==> src/rtl/burst_encoder_pkg.sv <==
package burst_encoder_pkg;

    typedef enum logic [1:0] {
        ST_IDLE  = 2'd0,
        ST_START = 2'd1,
        ST_DATA  = 2'd2
    } enc_state_e;

    function automatic int unsigned width_for(input int unsigned n);
        return (n > 1) ? $clog2(n) : 1;
    endfunction

endpackage

==> src/rtl/burst_frame_pacer.sv <==
module burst_frame_pacer #(
    parameter int unsigned FRAME_CYC = 100000
) (
    input  logic clk_i,
    input  logic rst_i,
    output logic tick_o
);
    import burst_encoder_pkg::*;

    localparam int unsigned CW = width_for(FRAME_CYC);
    localparam logic [CW-1:0] LAST = CW'(FRAME_CYC - 1);

    logic [CW-1:0] cnt_q;

    always_ff @(posedge clk_i) begin
        if (rst_i) begin
            cnt_q <= '0;
        end else if (cnt_q == LAST) begin
            cnt_q <= '0;
        end else begin
            cnt_q <= cnt_q + 1'b1;
        end
    end

    assign tick_o = (cnt_q == LAST);

    // frame counter never leaves its range and wraps after a tick
    a_r2_frame_range: assert property (@(posedge clk_i) disable iff (rst_i)
        cnt_q <= LAST);
    a_r2_frame_wrap: assert property (@(posedge clk_i) disable iff (rst_i)
        tick_o |=> (cnt_q == '0));

endmodule

==> src/rtl/burst_dwell_timer.sv <==
module burst_dwell_timer #(
    parameter int unsigned MAX_CYC = 1000
) (
    input  logic                                              clk_i,
    input  logic                                              restart_i,
    input  logic [burst_encoder_pkg::width_for(MAX_CYC+1)-1:0] limit_i,
    output logic                                              expire_o
);
    import burst_encoder_pkg::*;

    localparam int unsigned TW = width_for(MAX_CYC + 1);

    logic [TW-1:0] cnt_q;

    always_ff @(posedge clk_i) begin
        if (restart_i) begin
            cnt_q <= '0;
        end else if (!expire_o) begin
            cnt_q <= cnt_q + 1'b1;
        end
    end

    assign expire_o = (cnt_q == limit_i - 1'b1);

    // the dwell count stays below the longest duration it may time
    a_r3_dwell_bound: assert property (@(posedge clk_i) disable iff (restart_i)
        cnt_q < TW'(MAX_CYC));

endmodule

==> src/rtl/burst_shifter.sv <==
module burst_shifter #(
    parameter int unsigned DATA_W = 4
) (
    input  logic              clk_i,
    input  logic              rst_i,
    input  logic              load_i,
    input  logic              shift_i,
    input  logic [DATA_W-1:0] par_i,
    output logic              bit_o
);
    logic [DATA_W-1:0] shreg_q;

    always_ff @(posedge clk_i) begin
        if (rst_i) begin
            shreg_q <= '0;
        end else if (load_i) begin
            shreg_q <= par_i;
        end else if (shift_i) begin
            shreg_q <= shreg_q >> 1;
        end
    end

    assign bit_o = shreg_q[0];

    // the snapshot only changes on a load or a shift, never with par_i alone
    a_r6_snapshot_hold: assert property (@(posedge clk_i) disable iff (rst_i)
        (!load_i && !shift_i) |=> $stable(shreg_q));

endmodule

==> src/rtl/burst_encoder.sv <==
module burst_encoder #(
    parameter int unsigned DATA_W    = 4,
    parameter int unsigned START_CYC = 500,
    parameter int unsigned BIT_CYC   = 1000,
    parameter int unsigned FRAME_CYC = 100000
) (
    input  logic              clk_i,
    input  logic              rst_i,
    input  logic [DATA_W-1:0] par_i,
    output logic              line_o
);
    import burst_encoder_pkg::*;

    localparam int unsigned MAX_DWELL = (START_CYC > BIT_CYC) ? START_CYC : BIT_CYC;
    localparam int unsigned TW        = width_for(MAX_DWELL + 1);
    localparam int unsigned IW        = width_for(DATA_W);
    localparam logic [IW-1:0] LAST_IDX = IW'(DATA_W - 1);

    enc_state_e    state_q, state_d;
    logic [IW-1:0] idx_q, idx_d;
    logic          frame_tick;
    logic          dwell_expire;
    logic          dwell_restart;
    logic [TW-1:0] dwell_limit;
    logic          snap_load;
    logic          snap_shift;
    logic          cur_bit;

    burst_frame_pacer #(.FRAME_CYC(FRAME_CYC)) i_pacer (
        .clk_i  (clk_i),
        .rst_i  (rst_i),
        .tick_o (frame_tick)
    );

    burst_dwell_timer #(.MAX_CYC(MAX_DWELL)) i_dwell (
        .clk_i     (clk_i),
        .restart_i (dwell_restart),
        .limit_i   (dwell_limit),
        .expire_o  (dwell_expire)
    );

    burst_shifter #(.DATA_W(DATA_W)) i_shift (
        .clk_i   (clk_i),
        .rst_i   (rst_i),
        .load_i  (snap_load),
        .shift_i (snap_shift),
        .par_i   (par_i),
        .bit_o   (cur_bit)
    );

    // state register
    always_ff @(posedge clk_i) begin
        if (rst_i) begin
            state_q <= ST_IDLE;
            idx_q   <= '0;
        end else begin
            state_q <= state_d;
            idx_q   <= idx_d;
        end
    end

    // next state and transition strobes
    always_comb begin
        state_d       = state_q;
        idx_d         = idx_q;
        snap_load     = 1'b0;
        snap_shift    = 1'b0;
        dwell_restart = rst_i;
        dwell_limit   = TW'(BIT_CYC);
        unique case (state_q)
            ST_IDLE: begin
                dwell_restart = 1'b1;
                if (frame_tick) begin            // T_LAUNCH
                    state_d   = ST_START;
                    snap_load = 1'b1;
                    idx_d     = '0;
                end
            end
            ST_START: begin
                dwell_limit = TW'(START_CYC);
                if (dwell_expire) begin          // T_FIRST_BIT
                    state_d       = ST_DATA;
                    dwell_restart = 1'b1;
                end
            end
            ST_DATA: begin
                if (dwell_expire) begin
                    dwell_restart = 1'b1;
                    if (idx_q == LAST_IDX) begin // T_DONE
                        state_d = ST_IDLE;
                    end else begin               // T_NEXT_BIT
                        idx_d      = idx_q + 1'b1;
                        snap_shift = 1'b1;
                    end
                end
            end
            default: begin
                state_d = ST_IDLE;
            end
        endcase
    end

    // output decode
    always_comb begin
        unique case (state_q)
            ST_START: line_o = 1'b0;
            ST_DATA:  line_o = cur_bit;
            default:  line_o = 1'b1;
        endcase
    end

    // reset leaves the line idle high
    a_r1_reset_idle: assert property (@(posedge clk_i)
        rst_i |=> (line_o && state_q == ST_IDLE));

    // a frame tick seen in IDLE launches a burst on the next edge
    a_r2_launch: assert property (@(posedge clk_i) disable iff (rst_i)
        (state_q == ST_IDLE && frame_tick) |=> (state_q == ST_START && !line_o));

    // the start pulse persists until its dwell expires
    a_r3_start_hold: assert property (@(posedge clk_i) disable iff (rst_i)
        (state_q == ST_START && !dwell_expire) |=> (state_q == ST_START));

    // the bit index never passes the last data bit
    a_r4_idx_bound: assert property (@(posedge clk_i) disable iff (rst_i)
        idx_q <= LAST_IDX);

    // after the last bit expires the line is back high in IDLE
    a_r5_done_idle: assert property (@(posedge clk_i) disable iff (rst_i)
        (state_q == ST_DATA && idx_q == LAST_IDX && dwell_expire)
            |=> (state_q == ST_IDLE && line_o));

endmodule

==> config.mk <==
export PLATFORM = sky130hd
export DESIGN_NAME = burst_encoder
export DESIGN_NICKNAME = d
export VERILOG_FILES = /design/src/rtl/burst_encoder_pkg.sv /design/src/rtl/burst_frame_pacer.sv /design/src/rtl/burst_dwell_timer.sv /design/src/rtl/burst_shifter.sv /design/src/rtl/burst_encoder.sv
export SDC_FILE = /design/constraint.sdc
export NUM_CORES = 1
export LEC_CHECK = 0
export BUFFER_PORTS_ARGS = -buffer_cell sky130_fd_sc_hd__buf_2
export CAP_MARGIN = 20
export CELL_PAD_IN_SITES_DETAIL_PLACEMENT = 0
export CELL_PAD_IN_SITES_GLOBAL_PLACEMENT = 1
export CORE_AREA = 2 2 62 64
export CTS_BUF_LIST = sky130_fd_sc_hd__clkbuf_8
export CTS_CLUSTER_DIAMETER = 200
export DETAILED_ROUTE_END_ITERATION = 10
export DIE_AREA = 0 0 64 66
export GPL_TIMING_DRIVEN = 0
export PLACE_DENSITY_LB_ADDON = 0.05
export SLEW_MARGIN = 20
export SYNTH_ARGS = -nofsm -noshare
export SYNTH_HDL_FRONTEND = slang
export SYNTH_SLANG_ARGS = --single-unit
==> constraint.sdc <==
create_clock -name clk_i -period 2.4 [get_ports clk_i]
set_clock_uncertainty 0.1 [all_clocks]
set_input_delay 0.48 -clock clk_i [delete_from_list [all_inputs] [get_ports clk_i]]
set_output_delay 0.48 -clock clk_i [all_outputs]
set_load 0.1 [all_outputs]
==> flow_summary.json <==
{
  "synth_cell_types": 35,
  "synth.top_cells.by_area": "dfxtp_1, xor2_1, nor2_1",
  "path_cells": "inv_1 > ha_1 > o21ai_2 > buf_2",
  "dieArea_sq_um": 4220,
  "leakagePower_nw": 0.733,
  "intPower_w": 0.000817,
  "hpwl_um": 2150,
  "p_comb_share_pct": 1.9,
  "p_switching_w": 0.000218,
  "relSlewSlack_pct": 57.8,
  "path_buf_inv": 2,
  "ir_worst_vdd_mv": 0.319,
  "clk_latency_ns": 0.29,
  "postCtsHoldBufs": 0,
  "seq_area_frac_synth_pct": 41.9,
  "dp.cells": 236,
  "fin_crit_sh_pct": 93.9,
  "drc_errors": 0,
  "wl_met2_um": 1530,
  "period_minus_slack_ns": 2.25,
  "cts_sinks": 35,
  "via_per_inst": 5.28,
  "syn2layout_area_growth_pct": 13.9,
  "p_seq_share_pct": 56.9,
  "wirelength_um": 3140,
  "drt_iter0_markers": 48,
  "port_buffers": 6,
  "pin_count": 7,
  "p_per_area_nw_per_um2": 544,
  "power_frac_clock_pct": 41.2,
  "start_util_pct": 47.1,
  "grt_pass1_vias": 1303,
  "power_w": 0.00104,
  "dr.pass1.iters": 4,
  "ant_nets": 0,
  "max_cap_viol_count": 0,
  "grt_max_degree": 11,
  "cts_buffer_depth": 2,
  "setup.worst_path.end_class": "output pin",
  "grt_first_pass_wirelength_um": 5730,
  "r2r_slack_ns": 0.16,
  "critical_path_class": "flip-flop to output pin",
  "clk_pin_slew_worst_paths_ns": 0.07,
  "cp_slowest_cell": "buf_2",
  "wire_per_inst_um": 12.7,
  "syn-num-nets": 195,
  "worstSetupStartpoint": "state_q[0]",
  "overflow": 0,
  "antenna_found_initial": 0,
  "rr_worst_depth": 8,
  "rsz0062_at_grt": "false",
  "cp_top_family": "buffers and inverters",
  "startpoint_type": "flip-flop",
  "worst_pin_slew_ns": 0.628,
  "core.rowCount": 22,
  "diodes": 0,
  "hold_path.startpoint": "rst_i",
  "postSynthAreaPerCell_sq_um": 9.18,
  "cts_tree": "built",
  "cp_max_fo": 8,
  "swShare_pct": 21.1,
  "synth_warnings": 0,
  "worstReg2RegStart": "state_q[1]",
  "grt.total_usage_pct": 17.7,
  "synth_seq_cells": 35,
  "die_w_um": 64,
  "wl_met1_um": 1440,
  "syn_inst": 182,
  "worst-path-stages": 4,
  "highest_layer": "met4",
  "final_cells": 248,
  "vias": 1310,
  "wl_met3_um": 93,
  "synth_top_area_share_pct": 41.9,
  "run_status": "finished clean",
  "syn_area_sq_um": 1670,
  "cp-endpoint": "line_o",
  "cts.htree.levels": 2,
  "critPathRequiredTime_ns": 1.82,
  "preCtsSetupSlack_ns": 0.0155,
  "hold_path_class": "input port to flip-flop",
  "max_stage_delay_ns": 0.44,
  "synth_top_area_cell": "dfxtp_1",
  "slew_viol_final": 0,
  "setup_slack_ns": 0.147,
  "r2r_end": "i_shift.shreg_q[0]",
  "layout.nets": 213,
  "die_h_um": 66,
  "setup_viol": 0,
  "worst_ep_arrival_time_ns": 1.67,
  "core-area_sq_um": 3550,
  "timing.final.hold_violations": 0,
  "drive_above_1_share_pct": 15.0,
  "fin_tns_setup_ns": 0,
  "numCtsBuffers": 5,
  "gp_routability_congestion": 0.747,
  "max_freq_ghz": 0.444,
  "clockRootBuffer": "clkbuf_8"
}
-- synthesized netlist by cell type --
library cell and count:
a211oi_2 1, a211oi_1 3, clkinv_1 1, nor4bb_1 1, and3_1 3, or2_2 1
ha_1 7, mux2i_1 6, a21oi_1 5, and4bb_2 1, a31oi_1 1, and4bb_1 2
xnor2_1 5, o2111ai_4 1, and4_2 1, xor2_1 18, inv_1 5, nor2b_1 1
nor4b_2 1, nor3_1 2, or3_1 1, a2bb2oi_2 1, nand3_1 9, a221oi_1 1
nand4_1 6, and4_1 3, dfxtp_1 35, and4b_2 1, nand2_1 18, buf_6 1
a22o_2 1, nand3b_1 1, o21ai_0 3, clkbuf_1 2, nor2_1 33
-- routing by layer --
layer / global-route usage (%) / up-vias
met5: 0 / -
met1: 20.3 / 621
met3: 4.09 / 8
met2: 29.9 / 15
met4: 10.9 / 0
li1: - / 666
-- flip-flops by register name (all words and copies together) (netlist names) --
register / count
i_pacer.cnt_q: 17
i_dwell.cnt_q: 10
i_shift.shreg_q: 4
idx_q: 2
state_q: 2
-- how the worst min path moves through the flow --
stage / depth (start not counted) / slack (ns) / endpoint
after floorplan: 1 / 0.33 / i_pacer.cnt_q[0]
after global placement: 1 / 0.34 / i_pacer.cnt_q[0]
after detailed placement: 1 / 0.35 / i_pacer.cnt_q[0]
after CTS: 2 / 0.34 / i_shift.shreg_q[2]
after global routing: 2 / 0.36 / i_shift.shreg_q[0]
final: 2 / 0.35 / i_shift.shreg_q[2]
-- stage by stage --
| step | hold slack [ns] | util (%) | instance area [sq um] |
|---|---|---|---|
| floorplan | 0.330 | - | 1680 |
| global placement | 0.344 | 49.7 | 1770 |
| detailed placement | 0.355 | 49.7 | 1770 |
| CTS | 0.345 | 52.2 | 1850 |
| global route | 0.360 | 53.6 | 1900 |
| finish | 0.353 | 53.6 | 1900 |
-- cell families after synthesis --
family	share of synthesized area (%)
flip-flops	41.9
multiplexers	3.59
XOR/XNOR	12.1
adder cells (fa/ha/maj)	5.24
AO/OA/AOI/OAI	8.46
buffers and inverters	2.47
AND/OR/NAND/NOR	26.3
-- layout make-up --
type | count | area, sq um
Buffer | 3 | 18.8
Clock buffer | 6 | 82.6
Clock inverter | 1 | 5.00
Fill cell | 326 | 1650
Inverter | 6 | 22.5
Multi-Input combinational cell | 138 | 947
Sequential cell | 35 | 701
Tap cell | 48 | 60.1
Timing Repair Buffer | 11 | 67.6
-- cell usage in the layout, fill, tap and decap left out, types with 3 or more instances in the layout --
cell type,Yosys,final
a211oi_1,3,3
a21oi_1,5,5
and3_1,3,3
and4_1,3,3
buf_2,0,6
buf_4,0,5
clkbuf_8,0,6
dfxtp_1,35,35
ha_1,7,6
inv_1,5,5
mux2i_1,6,6
nand2_1,18,18
nand3_1,9,9
nand4_1,6,6
nor2_1,33,33
xnor2_1,5,5
xor2_1,18,18
-- power by group through the flow --
stage / Sequential [W] / Clock, W / Combinational (W)
final: 0.000589 / 0.000427 / 0.0000194
after CTS: 0.000589 / 0.000448 / 0.0000196
after global routing: 0.000589 / 0.000469 / 0.0000229
after detailed placement: 0.000602 / 0 / 0.0000195
after floorplan: 0.000601 / 0 / 0.0000111
after global placement: 0.000602 / 0 / 0.0000190
-- timing repair --
item	4_1_cts	5_1_grt
buffers inserted	0	5
gates resized for setup	0	2
setup endpoints to repair	0	21
Power figures use the tool's default switching activity.
